**config.mk**
```make
export PLATFORM = sky130hd
export DESIGN_NAME = bts_beacon_seq
export DESIGN_NICKNAME = d
export VERILOG_FILES = /design/src/rtl/bts_pkg.sv /design/src/rtl/bts_prescaler.sv /design/src/rtl/bts_tick_timer.sv /design/src/rtl/bts_stamp_reg.sv /design/src/rtl/bts_beacon_seq.sv
export SDC_FILE = /design/constraint.sdc
export NUM_CORES = 1
export LEC_CHECK = 0
export ABC_AREA = 1
export CAP_MARGIN = 40
export CORE_MARGIN = 10
export CORE_UTILIZATION = 30
export DETAILED_ROUTE_END_ITERATION = 6
export GPL_TIMING_DRIVEN = 0
export MAX_ROUTING_LAYER = met4
export PLACE_DENSITY = 0.59
export SETUP_SLACK_MARGIN = 0.3
export SLEW_MARGIN = 40
export SYNTH_ARGS = -nofsm -noshare
export SYNTH_HDL_FRONTEND = slang
export SYNTH_SLANG_ARGS = --single-unit
```
**constraint.sdc**
```tcl
create_clock -name clk -period 3.3 [get_ports clk]
set_input_delay 0.33 -clock clk [delete_from_list [all_inputs] [get_ports clk]]
set_output_delay 0.33 -clock clk [all_outputs]
set_load 0.01 [all_outputs]
```
**src/rtl/bts_pkg.sv**
```systemverilog
package bts_pkg;
  typedef enum logic [1:0] {
    SEQ_IDLE = 2'd0,
    SEQ_RUN  = 2'd1,
    SEQ_FIRE = 2'd2
  } seq_state_e;
endpackage

```
**src/rtl/bts_prescaler.sv**
```systemverilog
// Power-of-two clock divider producing a one-cycle tick enable.
module bts_prescaler #(
  parameter int PRESC_EXP = 4
) (
  input  logic clk,
  input  logic rst_n,
  input  logic clr_i,
  input  logic run_i,
  output logic tick_o
);
  localparam int PW = (PRESC_EXP < 1) ? 1 : PRESC_EXP;

  logic [PW-1:0] div_q, div_d;

  always_comb begin
    div_d = div_q;
    if (clr_i)      div_d = '0;
    else if (run_i) div_d = div_q + 1'b1;
  end

  always_ff @(posedge clk or negedge rst_n) begin
    if (!rst_n) div_q <= '0;
    else        div_q <= div_d;
  end

  assign tick_o = run_i & ~clr_i & (div_q == {PW{1'b1}});

  // Ticks are never adjacent when dividing by two or more
  assert_tick_spacing_R3: assert property (@(posedge clk) disable iff (!rst_n)
    tick_o |=> !tick_o);
endmodule

```
**src/rtl/bts_tick_timer.sv**
```systemverilog
// Tick counter with two compare points; stops and clears on the second.
module bts_tick_timer #(
  parameter int CMP0 = 40,
  parameter int CMP1 = 50,
  parameter int CW   = 6
) (
  input  logic clk,
  input  logic rst_n,
  input  logic clr_i,
  input  logic tick_i,
  output logic hit0_o,
  output logic hit1_o
);
  logic [CW-1:0] cnt_q, cnt_d;

  assign hit0_o = tick_i & (cnt_q == CW'(CMP0 - 1));
  assign hit1_o = tick_i & (cnt_q == CW'(CMP1 - 1));

  always_comb begin
    cnt_d = cnt_q;
    if (clr_i || hit1_o) cnt_d = '0;
    else if (tick_i)     cnt_d = cnt_q + 1'b1;
  end

  always_ff @(posedge clk or negedge rst_n) begin
    if (!rst_n) cnt_q <= '0;
    else        cnt_q <= cnt_d;
  end

  // The count never reaches the second compare value: it wraps to zero there
  assert_count_bound_R7: assert property (@(posedge clk) disable iff (!rst_n)
    int'(cnt_q) < CMP1);
  // A clear request leaves the counter at zero on the next cycle
  assert_clear_zero_R7: assert property (@(posedge clk) disable iff (!rst_n)
    clr_i |=> cnt_q == '0);
endmodule

```
**src/rtl/bts_stamp_reg.sv**
```systemverilog
// Holds the captured timestamp pair and its valid flag.
module bts_stamp_reg #(
  parameter int STAMP_W = 32
) (
  input  logic                      clk,
  input  logic                      rst_n,
  input  logic                      clr_i,
  input  logic                      cap_i,
  input  logic signed [STAMP_W-1:0] hi_i,
  input  logic signed [STAMP_W-1:0] lo_i,
  output logic signed [STAMP_W-1:0] hi_o,
  output logic signed [STAMP_W-1:0] lo_o,
  output logic                      valid_o
);
  logic signed [STAMP_W-1:0] hi_q, lo_q;
  logic                      vld_q, vld_d;

  always_comb begin
    vld_d = vld_q;
    if (clr_i)      vld_d = 1'b0;
    else if (cap_i) vld_d = 1'b1;
  end

  always_ff @(posedge clk or negedge rst_n) begin
    if (!rst_n) begin
      hi_q  <= '0;
      lo_q  <= '0;
      vld_q <= 1'b0;
    end else begin
      vld_q <= vld_d;
      if (cap_i) begin
        hi_q <= hi_i;
        lo_q <= lo_i;
      end
    end
  end

  assign hi_o    = hi_q;
  assign lo_o    = lo_q;
  assign valid_o = vld_q;

  // Stamps hold whenever no capture occurs
  assert_stamp_hold_R5: assert property (@(posedge clk) disable iff (!rst_n)
    !cap_i |=> $stable(hi_o) && $stable(lo_o));
  assert_stamp_load_R4: assert property (@(posedge clk) disable iff (!rst_n)
    cap_i |=> (hi_o == $past(hi_i)) && valid_o);
endmodule

```
**src/rtl/bts_beacon_seq.sv**
```systemverilog
// One-shot beacon transmit sequencer with fixed capture-to-trigger delay.
module bts_beacon_seq #(
  parameter int PRESC_EXP = 4,
  parameter int CMP0      = 40,
  parameter int CMP1      = 50,
  parameter int STAMP_W   = 32
) (
  input  logic                      clk,
  input  logic                      rst_n,
  input  logic                      start_i,
  input  logic signed [STAMP_W-1:0] hf_cnt_i,
  input  logic signed [STAMP_W-1:0] lf_cnt_i,
  output logic                      tx_en_o,
  output logic                      cap_strobe_o,
  output logic                      radio_go_o,
  output logic signed [STAMP_W-1:0] stamp_hi_o,
  output logic signed [STAMP_W-1:0] stamp_lo_o,
  output logic                      stamp_valid_o
);
  import bts_pkg::*;

  localparam int CW = $clog2(CMP1 + 1);

  seq_state_e state_q, state_d;
  logic       tx_en_q, tx_en_d;
  logic       cap_q, go_q;
  logic       accept, run, tmr_clr, tick, hit0, hit1;

  assign accept  = (state_q == SEQ_IDLE) & start_i;
  assign run     = (state_q == SEQ_RUN);
  assign tmr_clr = ~run;

  always_comb begin
    state_d = state_q;
    unique case (state_q)
      SEQ_IDLE: if (accept) state_d = SEQ_RUN;
      SEQ_RUN:  if (hit1)   state_d = SEQ_FIRE;
      SEQ_FIRE:             state_d = SEQ_IDLE;
      default:              state_d = SEQ_IDLE;
    endcase
    tx_en_d = (state_d != SEQ_IDLE);
  end

  always_ff @(posedge clk or negedge rst_n) begin
    if (!rst_n) begin
      state_q <= SEQ_IDLE;
      tx_en_q <= 1'b0;
      cap_q   <= 1'b0;
      go_q    <= 1'b0;
    end else begin
      state_q <= state_d;
      tx_en_q <= tx_en_d;
      cap_q   <= hit0;
      go_q    <= hit1;
    end
  end

  bts_prescaler #(.PRESC_EXP(PRESC_EXP)) u_presc (
    .clk    (clk),
    .rst_n  (rst_n),
    .clr_i  (tmr_clr),
    .run_i  (run),
    .tick_o (tick)
  );

  bts_tick_timer #(.CMP0(CMP0), .CMP1(CMP1), .CW(CW)) u_timer (
    .clk    (clk),
    .rst_n  (rst_n),
    .clr_i  (tmr_clr),
    .tick_i (tick),
    .hit0_o (hit0),
    .hit1_o (hit1)
  );

  bts_stamp_reg #(.STAMP_W(STAMP_W)) u_stamp (
    .clk     (clk),
    .rst_n   (rst_n),
    .clr_i   (accept),
    .cap_i   (hit0),
    .hi_i    (hf_cnt_i),
    .lo_i    (lf_cnt_i),
    .hi_o    (stamp_hi_o),
    .lo_o    (stamp_lo_o),
    .valid_o (stamp_valid_o)
  );

  assign tx_en_o      = tx_en_q;
  assign cap_strobe_o = cap_q;
  assign radio_go_o   = go_q;

  assert_strobe_in_tx_R2: assert property (@(posedge clk) disable iff (!rst_n)
    cap_strobe_o |-> tx_en_o);
  assert_go_in_tx_R2: assert property (@(posedge clk) disable iff (!rst_n)
    radio_go_o |-> tx_en_o);
  assert_valid_clear_R5: assert property (@(posedge clk) disable iff (!rst_n)
    $rose(tx_en_o) |-> !stamp_valid_o);
  assert_go_after_stamp_R6: assert property (@(posedge clk) disable iff (!rst_n)
    radio_go_o |-> stamp_valid_o);
  assert_go_single_R6: assert property (@(posedge clk) disable iff (!rst_n)
    radio_go_o |=> !radio_go_o && !tx_en_o);
  assert_busy_ignore_R8: assert property (@(posedge clk) disable iff (!rst_n)
    (tx_en_o && start_i) |=> !$fell(stamp_valid_o));
endmodule

```
==> metrics <==
global route total overflow=0; drt wl/cell=13.7 um; I/O pins=roughly 140; top-count cell post-synth=nand2_1; number of I/O port buffers=134; Tcrit/Tclk final=between 50 and 60%; Total Power=1750 uW; CP peak stage delay=400 ps; PwrDens=354 mW/mm^2; final worst slack=1620 ps; vias=2740; Hold Violations, Final=0; final WL=8940 um; initial antenna violation count=0; clock buffer depth=2; Fmax=595 MHz; min cycle time layout=1680 ps; Avg Inst Size Synth=8.74 um^2; slowest stage cell on the critical path=dfrtp_1; dpl cells=638; clk_lat worst skew=about 340 ps; clock skew=6.90 ps; final net count=584; EDFF count, synth=0; GRT Total Usage=about an eighth; width of the die=123 um; die area=~0.015 mm^2; Cell variety after synth=14; NetSw=358 uW; buffer and inverter count on the worst path=2; Critical Path RT=3580 ps; Die Ht=123 um; cell count after synthesis=367; Pre-Repair DR Iteration Count=4; RSZ-0062 raised after global routing=false; Setup WS pre-CTS=1600 ps; Yosys top cell area share=between 60% and 70%; Crit. End Element=flop; Clock Power Share=a little under two fifths; final setup fails=0; Detail Placement HPWL=6900 um; Worst Hold Class=in -> async; commonest cells in the netlist=nand2_1, dfrtp_1, inv_1; Diodes inserted=0; Final ANT Viol Nets=0; combinational power share=5.8%; DRT iter0 DRCs=110; initial core utilization=between 30 and 40%; asr flop ratio synth=100%; Synth Net Count=between 400 and 500; family with the most delay on the worst path=buffers and inverters; fin cells=653; vias in the first global route=around 2800; Clk pin slew, worst setup/hold paths=around 80 ps; CP dominant cell by count=nand2_1; r2r setup slk=1620 ps; Seq/Total Area, Yosys=62.4%; Remaining DRCs=0; status=finished, final reports clean; Max transition margin=69.3%; Synth Register Bits=80; Avg Vias per Cell=4.20; RR Startpoint=u_presc.div_q[0]; core area=between 0.01 and 0.015 mm^2; finished layout cell area=0.00493 mm^2; Yosys warning total=0; max-cap viol count=0; Finished Core Util=between 40% and 50%; worst r2r dst=u_stamp.lo_o[16]; Slew @ Worst Pin=460 ps; largest area contributor in the netlist=dfrtp_1; Int Power=1390 uW; Site Rows=37; CTS Root Cell=clkbuf_8; sequential power share=a little under three fifths; global-route wire length before repair=14100 um; LEAKAGE=0.00227 uW; placed inst area=between 0.004 and 0.005 mm^2; sw frac=between 20% and 30%; crit path DAT=around 2000 ps; critical path, cell by cell=ha_1 -> nand3_1 -> nor2_2 -> nand2_1 -> buf_2 -> buf_6 -> nand2_1 -> nand2_1; CP max FO=10; Sink Count=80; crit start category=flop; H-tree levels=3; CTS tree=yes; Max Slew Vio Count=0; Mapped Area=0.00321 mm^2; FF-to-FF path depth=8; GP Congestion=0.826; Layout area overhead=53.7%; share of layout cells above drive strength 1=5.80%; Post-CTS Setup Inserts=0; largest cells by area after synthesis=dfrtp_1, nand2_1, buf_6; Synth Flop Type=dfrtp_1; Worst setup startpoint=u_presc.div_q[0]; total CTS buffers=9; Peak VDD IR=191 uV; largest net degree at the start of global routing=50; critical path class=reg -> reg
registers in the layout, summed over array words and instances, names as in the netlist:
name / count
u_stamp.hi_o: 32
u_presc.div_q: 4
u_timer.cnt_q: 6
cap_strobe_o: 1
u_stamp.lo_o: 32
u_stamp.valid_o: 1
tx_en_o: 1
radio_go_o: 1
state_q: 2
layout by cell type (no fill, tap or decap):
| cell | count |
|---|---|
| nand2_1 | 220 |
| clkdlybuf4s50_1 | 133 |
| dfrtp_1 | 80 |
| inv_1 | 16 |
| nor2_1 | 14 |
| nand3_1 | 11 |
| buf_6 | 11 |
| clkbuf_8 | 9 |
| o21ai_0 | 4 |
| clkinv_2 | 4 |
| ha_1 | 3 |
| a21oi_1 | 2 |
| buf_2 | 2 |
| clkbuf_1 | 2 |
| nor2_2 | 1 |
| inv_2 | 1 |
| nand4_1 | 1 |
| bufinv_16 | 1 |
| dlygate4sd3_1 | 1 |
| buf_16 | 1 |
power by group through the flow:
stage / sequential (uW) / combinational (uW) / clock [uW]
final: 980 / 102 / 664
after global routing: 979 / 110 / 742
after CTS: 979 / 104 / 697
after detailed placement: 999 / 103 / 0
after global placement: 999 / 97.8 / 0
after floorplan: 999 / 0.000339 / 0
worst reg2reg max path, cell delays in order (launching register included):
cell     delay [ps]
dfrtp_1         400
ha_1            240
nand3_1         140
nor2_2           50
nand2_1         140
buf_2           320
buf_6           190
nand2_1          60
nand2_1          70
through the flow:
stage,setup TNS [ps],hold WS [ps]
after floorplan,0,34.4
after global placement,-88540,452
after detailed placement,0,241
after CTS,0,433
after global routing,0,430
final,0,432
how the worst max path moves through the flow:
stage | to | slack (ps) | depth (start not counted)
finish | u_stamp.lo_o[16] | 1620 | 8
CTS | u_stamp.lo_o[19] | 1580 | 8
floorplan | u_stamp.hi_o[0] | 1910 | 8
global placement | u_stamp.lo_o[17] | -1110 | 1
global route | u_stamp.lo_o[27] | 1480 | 8
detailed placement | u_stamp.lo_o[21] | 1600 | 8
layer usage:
layer | up-vias | global-route usage (%) | routed length [um]
met5 | - | - | 0
met4 | 0 | 4.29 | 126
met3 | 12 | 4.69 | 777
met2 | 95 | 17.7 | 4040
met1 | 1237 | 14.7 | 3990
li1 | 1396 | - | -
layout make-up:
type | instances | area [um^2]
Tap cell | 136 | 170
Clock inverter | 5 | 50.0
Clock buffer | 9 | 124
Fill cell | 1019 | 5440
Sequential cell | 80 | 2000
Multi-Input combinational cell | 256 | 1010
Inverter | 17 | 63.8
Timing Repair Buffer | 136 | 1380
Buffer | 14 | 130
cells by family after synthesis:
logic type      synth area share [%]
simple gates                    29.5
flops                           62.4
buf+inv                         6.04
compound gates                 0.936
fa+ha+maj                       1.17
repair_timing:
item	CTS	global route
hold buffers	1	0
hold endpoints to repair	31	0
resized for setup	0	0
Note: power is estimated with default switching activity, not from simulation.
